--- src/rtl/seqctl_pkg.sv ---
package seqctl_pkg;
  typedef enum logic [1:0] {
    PH_FETCH = 2'd0,
    PH_INDIR = 2'd1,
    PH_EXEC  = 2'd2,
    PH_INTR  = 2'd3
  } phase_e;

  localparam int unsigned OP_ADD = 1;
  localparam int unsigned OP_ISZ = 6;
endpackage

--- src/rtl/seqctl_seqcnt.sv ---
module seqctl_seqcnt #(
  parameter  int unsigned SCW = 4,
  localparam int unsigned NT  = 1 << SCW
) (
  input  logic          clk,
  input  logic          rst_n,
  input  logic          clr,
  input  logic          inc,
  output logic [NT-1:0] tsig
);
  logic [SCW-1:0] cnt_q, cnt_d;

  always_comb begin
    cnt_d = cnt_q;
    if (clr)      cnt_d = '0;
    else if (inc) cnt_d = cnt_q + 1'b1;
  end

  always_ff @(posedge clk or negedge rst_n) begin
    if (!rst_n) cnt_q <= '0;
    else        cnt_q <= cnt_d;
  end

  for (genvar i = 0; i < NT; i++) begin : g_tline
    assign tsig[i] = (cnt_q == SCW'(i));
  end
endmodule

--- src/rtl/seqctl_opdec.sv ---
module seqctl_opdec #(
  parameter  int unsigned OPW = 3,
  localparam int unsigned ND  = 1 << OPW
) (
  input  logic [OPW-1:0] op,
  output logic [ND-1:0]  dsig
);
  for (genvar i = 0; i < ND; i++) begin : g_dline
    assign dsig[i] = (op == OPW'(i));
  end
endmodule

--- src/rtl/seqctl_top.sv ---
module seqctl_top
  import seqctl_pkg::*;
#(
  parameter  int unsigned AW        = 12,
  parameter  int unsigned OPW       = 3,
  parameter  int unsigned SCW       = 4,
  parameter  logic [11:0] SAVE_ADDR = 12'h0F0,
  parameter  logic [11:0] ISR_ADDR  = 12'h080,
  localparam int unsigned DW        = 1 + OPW + AW,
  localparam int unsigned NT        = 1 << SCW,
  localparam int unsigned ND        = 1 << OPW
) (
  input  logic          clk,
  input  logic          rst_n,
  input  logic          irq,
  input  logic          ien_set,
  input  logic [DW-1:0] mem_rdata,
  output logic [AW-1:0] mem_addr,
  output logic          mem_rd,
  output logic          mem_wr,
  output logic [DW-1:0] mem_wdata,
  output logic [AW-1:0] pc_o,
  output logic [DW-1:0] ac_o,
  output logic [DW-1:0] ir_o,
  output logic [NT-1:0] tsig_o,
  output logic [ND-1:0] dsig_o,
  output logic          ien_o
);
  // reset: asserted asynchronously, released on the second clock edge
  logic rs1_q, rs2_q, srst_n;
  always_ff @(posedge clk or negedge rst_n) begin
    if (!rst_n) begin
      rs1_q <= 1'b0;
      rs2_q <= 1'b0;
    end else begin
      rs1_q <= 1'b1;
      rs2_q <= rs1_q;
    end
  end
  assign srst_n = rs2_q;

  phase_e         ph_q, ph_d;
  logic [AW-1:0]  pc_q, pc_d, mar_q, mar_d, adr_q, adr_d;
  logic [DW-1:0]  mbr_q, mbr_d, ac_q, ac_d;
  logic [OPW-1:0] op_q, op_d;
  logic           ind_q, ind_d, ien_q, ien_d;

  logic [NT-1:0]  t;
  logic [ND-1:0]  d;
  logic           sc_clr;

  seqctl_seqcnt #(.SCW(SCW)) u_sc (
    .clk(clk), .rst_n(srst_n), .clr(sc_clr), .inc(1'b1), .tsig(t)
  );

  seqctl_opdec #(.OPW(OPW)) u_dec (.op(op_q), .dsig(d));

  // cycle-type qualifiers and opcode classes
  logic c_f, c_i, c_e, c_n, is_add, is_isz, is_mem;
  assign c_f    = (ph_q == PH_FETCH);
  assign c_i    = (ph_q == PH_INDIR);
  assign c_e    = (ph_q == PH_EXEC);
  assign c_n    = (ph_q == PH_INTR);
  assign is_add = d[OP_ADD];
  assign is_isz = d[OP_ISZ];
  assign is_mem = is_add | is_isz;

  // control gates: timing line AND cycle type AND instruction line
  logic ld_mar_pc, ld_mar_ir, ld_mar_sv, ld_mbr_mem, inc_mbr, ld_mbr_pc;
  logic inc_pc, ld_pc_isr, ld_ir, ld_iradr, ld_ac, wr_isz, wr_int;
  logic end_ins, go_intr;

  assign ld_mar_pc  = c_f & t[0];
  assign ld_mar_ir  = (c_i & t[0]) | (c_e & is_mem & t[0]);
  assign ld_mar_sv  = c_n & t[1];
  assign ld_mbr_mem = (c_f | c_i | (c_e & is_mem)) & t[1];
  assign inc_mbr    = c_e & is_isz & t[2];
  assign ld_mbr_pc  = c_n & t[0];
  assign wr_isz     = c_e & is_isz & t[3];
  assign wr_int     = c_n & t[2];
  assign inc_pc     = (c_f & t[1]) | (wr_isz & (mbr_q == '0));
  assign ld_pc_isr  = c_n & t[1];
  assign ld_ir      = c_f & t[2];
  assign ld_iradr   = c_i & t[2];
  assign ld_ac      = c_e & is_add & t[2];
  assign end_ins    = c_e & ((is_add & t[2]) | wr_isz | (~is_mem & t[0]));
  assign go_intr    = end_ins & irq & ien_q;
  assign sc_clr     = ld_ir | ld_iradr | end_ins | wr_int;

  // next-state logic
  always_comb begin
    ph_d  = ph_q;
    pc_d  = pc_q;
    mar_d = mar_q;
    mbr_d = mbr_q;
    ac_d  = ac_q;
    adr_d = adr_q;
    op_d  = op_q;
    ind_d = ind_q;
    ien_d = ien_q;

    if (ld_mar_pc)      mar_d = pc_q;
    else if (ld_mar_ir) mar_d = adr_q;
    else if (ld_mar_sv) mar_d = SAVE_ADDR;

    if (ld_mbr_mem)     mbr_d = mem_rdata;
    else if (inc_mbr)   mbr_d = mbr_q + 1'b1;
    else if (ld_mbr_pc) mbr_d = DW'(pc_q);

    if (ld_pc_isr)      pc_d = ISR_ADDR;
    else if (inc_pc)    pc_d = pc_q + 1'b1;

    if (ld_ir) begin
      ind_d = mbr_q[DW-1];
      op_d  = mbr_q[DW-2 -: OPW];
      adr_d = mbr_q[AW-1:0];
    end else if (ld_iradr) begin
      adr_d = mbr_q[AW-1:0];
    end

    if (ld_ac) ac_d = ac_q + mbr_q;

    if (go_intr)      ien_d = 1'b0;
    else if (ien_set) ien_d = 1'b1;

    if (ld_ir)         ph_d = mbr_q[DW-1] ? PH_INDIR : PH_EXEC;
    else if (ld_iradr) ph_d = PH_EXEC;
    else if (end_ins)  ph_d = go_intr ? PH_INTR : PH_FETCH;
    else if (wr_int)   ph_d = PH_FETCH;
  end

  // state registers
  always_ff @(posedge clk or negedge srst_n) begin
    if (!srst_n) begin
      ph_q  <= PH_FETCH;
      pc_q  <= '0;
      mar_q <= '0;
      mbr_q <= '0;
      ac_q  <= '0;
      adr_q <= '0;
      op_q  <= '0;
      ind_q <= 1'b0;
      ien_q <= 1'b0;
    end else begin
      ph_q  <= ph_d;
      pc_q  <= pc_d;
      mar_q <= mar_d;
      mbr_q <= mbr_d;
      ac_q  <= ac_d;
      adr_q <= adr_d;
      op_q  <= op_d;
      ind_q <= ind_d;
      ien_q <= ien_d;
    end
  end

  assign mem_rd    = ld_mar_pc | ld_mar_ir;
  assign mem_wr    = wr_isz | wr_int;
  assign mem_addr  = ld_mar_pc ? pc_q : (ld_mar_ir ? adr_q : mar_q);
  assign mem_wdata = mbr_q;
  assign pc_o      = pc_q;
  assign ac_o      = ac_q;
  assign ir_o      = {ind_q, op_q, adr_q};
  assign tsig_o    = t;
  assign dsig_o    = d;
  assign ien_o     = ien_q;
endmodule

--- config.mk ---
export PLATFORM = sky130hd
export DESIGN_NAME = seqctl_top
export DESIGN_NICKNAME = d
export VERILOG_FILES = /design/src/rtl/seqctl_pkg.sv /design/src/rtl/seqctl_seqcnt.sv /design/src/rtl/seqctl_opdec.sv /design/src/rtl/seqctl_top.sv
export SDC_FILE = /design/constraint.sdc
export NUM_CORES = 1
export LEC_CHECK = 0
export CAP_MARGIN = 20
export CORE_MARGIN = 10
export CORE_UTILIZATION = 41
export DETAILED_ROUTE_END_ITERATION = 7
export PLACE_DENSITY = 0.68
export SLEW_MARGIN = 20
export SYNTH_ARGS = -nofsm -noshare
export SYNTH_HDL_FRONTEND = slang
export SYNTH_SLANG_ARGS = --single-unit
export TNS_END_PERCENT = 20
--- constraint.sdc ---
create_clock -name clk -period 5.2 [get_ports clk]
set_input_delay 0.78 -clock clk [delete_from_list [all_inputs] [get_ports clk]]
set_output_delay 0.78 -clock clk [all_outputs]
set_load 0.01 [all_outputs]
==> results by group <==
Detailed routing
  – Routed WL: 15100 um
  – Vias/cell: 5.55
  – Routed len/inst: ~18 um
  – DRT Pass-1 Iters: 7
  – DR iter-0 viols: between 300 and 400
  – Antenna viol nets, final: 0
  – Vias: roughly 4600
  – Residual DRC: 0

Logic synthesis
  – Top cells by count, synth: dfrtp_1, nand2_1, nor2_1
  – Async SR Flop Fraction: 100%
  – Yosys warning total: 0
  – Seq/Total Area, Yosys: 40.1%
  – Mean Syn Cell Area: just over 9 um2
  – Seq cells post-synth: between 80 and 90
  – Main area contributors after synthesis: dfrtp_1, ha_1, nand2_1
  – Syn Nets: between 500 and 600
  – Top FF cell, synth: dfrtp_1
  – Synth unique cells: 66
  – Post-synth EDFFs: 0
  – Leading area contributor after synthesis: dfrtp_1
  – Count leader, synth: dfrtp_1
  – Synthesized area: 5050 um2
  – Synth Instances: approximately 560
  – Top-area cell type share of the netlist area: 40.1%

Layout
  – Layout cell share with drive strength beyond 1: 7.81%
  – Area Overhead vs Synth: 31.7%
  – Reg area: around 2000 um2
  – Final net count: slightly above 700
  – Fin util: 55.2%
  – Multi-input gate area: about 2800 um2
  – # fillers: between 1000 and 1500
  – Antenna diode count: 0

Clock network
  – CTS buffer count: 9
  – Clk root buf: clkbuf_16
  – CTS Hold Bufs: 0
  – Post-cts sizing count: 0
  – # clock sinks: 81
  – Post-CTS setup buffers: 0
  – CTS tree: done
  – Clock transition at path regs: 60 ps
  – H-tree levels: 3
  – Worst skew pair latency: ~340 ps
  – Clock Path Buffers: 2

STA
  – RSZ-0062 raised after global routing: false
  – Setup Skew: approximately 6 ps
  – Slew HR: around 54%
  – Slew @ Worst Pin: approximately 700 ps
  – Hold Vio Cnt, Final: 0
  – Endpoints failing setup: 0
  – Tcrit/Tclk final: roughly 73%
  – Min Tclk post-route: around 3800 ps
  – Setup TNS: 0 ps
  – Fmax: about 260 MHz
  – Slew Limit Fails: 0

Power
  – Leakage: around 3 nW
  – Pwr dens: between 500 and 600 nW/um2
  – Peak supply drop: approximately 0.24 mV

Die
  – # IOs: between 100 and 150
  – Core ar.: 12100 um2
  – Die area: ~17000 um2
  – Starting density of the core: 41.9%
  – Rows: 40
  – Die Width: approximately 130 um
  – Die height: roughly 130 um

Outcome
  – Status: complete, no violations

Global routing
  – GRT Residual Overflow: 0
  – Initial antenna violation count: 0
  – Largest net degree at the start of global routing: 80
  – Vias in the first global route: around 4400
  – GRT Overall Usage: between 15 and 20%
  – First-pass GRT wire length: roughly 24000 um

Worst setup path
  – R2R setup slack: approximately 2700 ps
  – Worst Path Arrival: a little over 3000 ps
  – Crit. End Element: output pin
  – CP dominant cell by count: mux2i_1
  – CP Cell Sequence: or3b_4 -> a21oi_1 -> mux2i_1 -> nor2_2 -> mux2i_1 -> o21ai_1 -> clkdlybuf4s50_1
  – Crit Path Class: reg2out
  – WP data required: 4420 ps
  – CP startpoint kind: register
  – CP max-delay cell: clkdlybuf4s50_1
  – Max FO, Critical Path: 12
  – Crit path largest cell delay: around 580 ps

Min path
  – Class of the worst hold path: reg2async

Run
  – Maxcap violations: 0

Place
  – GPL Wtd Cong: between 0.8 and 0.9
  – Final HPWL DP: roughly 11000 um
  – Port bufs: approximately 120
## flip-flops by register name, indices dropped and copies added, names as in the netlist
register,cells
rs2_q,1
u_sc.cnt_q,4
adr_q,12
ind_q,1
rs1_q,1
ph_q,2
op_q,3
pc_o,12
ien_o,1
mar_q,12
mem_wdata,16
ac_o,16
## placed cells by master (no fill, tap or decap), types with 8 or more instances in the layout
master           netlist  final
xnor2_1               10     10
nand2_1               66     66
clkdlybuf4s50_1        0    118
o21ai_0               24     24
and2_1                12     12
a21o_1                24     24
o21ai_1               13     13
a22o_1                 8      8
xor2_1                14     14
and3_1                15     15
o22ai_1                9      9
inv_1                 13     13
dfrtp_1               81     80
mux2_2                17     17
nand3_1               18     18
nor3_1                 8      8
clkbuf_16              0      9
a31oi_1               10     10
a21oi_1               27     27
ha_1                  22     22
nor2_1                42     41
## final cells by class
cell class	instances	share of cell area (%)
clock buffers	11	3.50
repair buffers	125	18.8
multi-input cells	428	42.2
inverters	16	0.903
flip-flops and latches	81	30.5
clock inverters	5	0.865
well taps	168	3.16
## through the flow
| stage | hold slack, ps | power, mW | instances | cell area [um2] | setup slack (ps) |
|---|---|---|---|---|---|
| floorplan | 331 | 2.37 | 556 | 5050 | 2590 |
| global placement | 337 | 3.26 | 816 | 6320 | 1560 |
| detailed placement | 339 | 3.31 | 817 | 6330 | 1460 |
| CTS | 353 | 3.95 | 833 | 6620 | 1100 |
| global route | 260 | 4.21 | 834 | 6650 | 1230 |
| finish | 229 | 3.93 | 834 | 6650 | 1390 |
## power breakdown
group / total [mW] / leakage (nW) / internal (mW) / switching (mW)
Combinational: 2.00 / 1.77 / 1.05 / 0.949
Clock: 0.627 / 0.143 / 0.372 / 0.255
Sequential: 1.30 / 1.03 / 0.876 / 0.426
Total: 3.93 / 2.94 / 2.30 / 1.63
## logic make-up (layout without fill, tap and decap cells)
family / count (synthesis) / after routing / share of synthesized area, %
mux: 24 / 24 / 5.18
flops: 81 / 81 / 40.1
fa+ha+maj: 23 / 23 / 5.85
compound gates: 152 / 152 / 19.8
buf+inv: 47 / 157 / 4.31
other cells: 1 / 1 / 0.0743
simple gates: 204 / 204 / 20.5
xor+xnor: 24 / 24 / 4.16
## metal layers
layer | vias up | global-route usage (%) | wire length, um
met2 | 173 | 28.2 | 7030
li1 | 2214 | - | -
met3 | 18 | 4.67 | 1310
met5 | - | 0 | 0
met4 | 0 | 5.30 | 224
met1 | 2220 | 22.0 | 6550
## path summary, 6_finish.rpt
kind                               endpoint  depth (start not counted)         start
worst max-delay path            mem_addr[4]                          7       op_q[1]
worst min-delay path               adr_q[5]                          0         rs2_q
worst max register to register     ac_o[15]                          7  mem_wdata[2]
worst min register to register     adr_q[5]                          0         rs2_q
max in group asynchronous             ind_q                          1         rs2_q
min in group clk                      rs2_q                          0         rs1_q
## critical path: cells and delay by family, from the launching register on
| family | cells | cell delay, ps |
|---|---|---|
| and+or+nand+nor | 2 | 1020 |
| buffers and inverters | 1 | 580 |
| DFF | 1 | 480 |
| AOI/OAI and AO/OA | 2 | 330 |
| muxes | 2 | 270 |
Power figures use the tool's default switching activity.
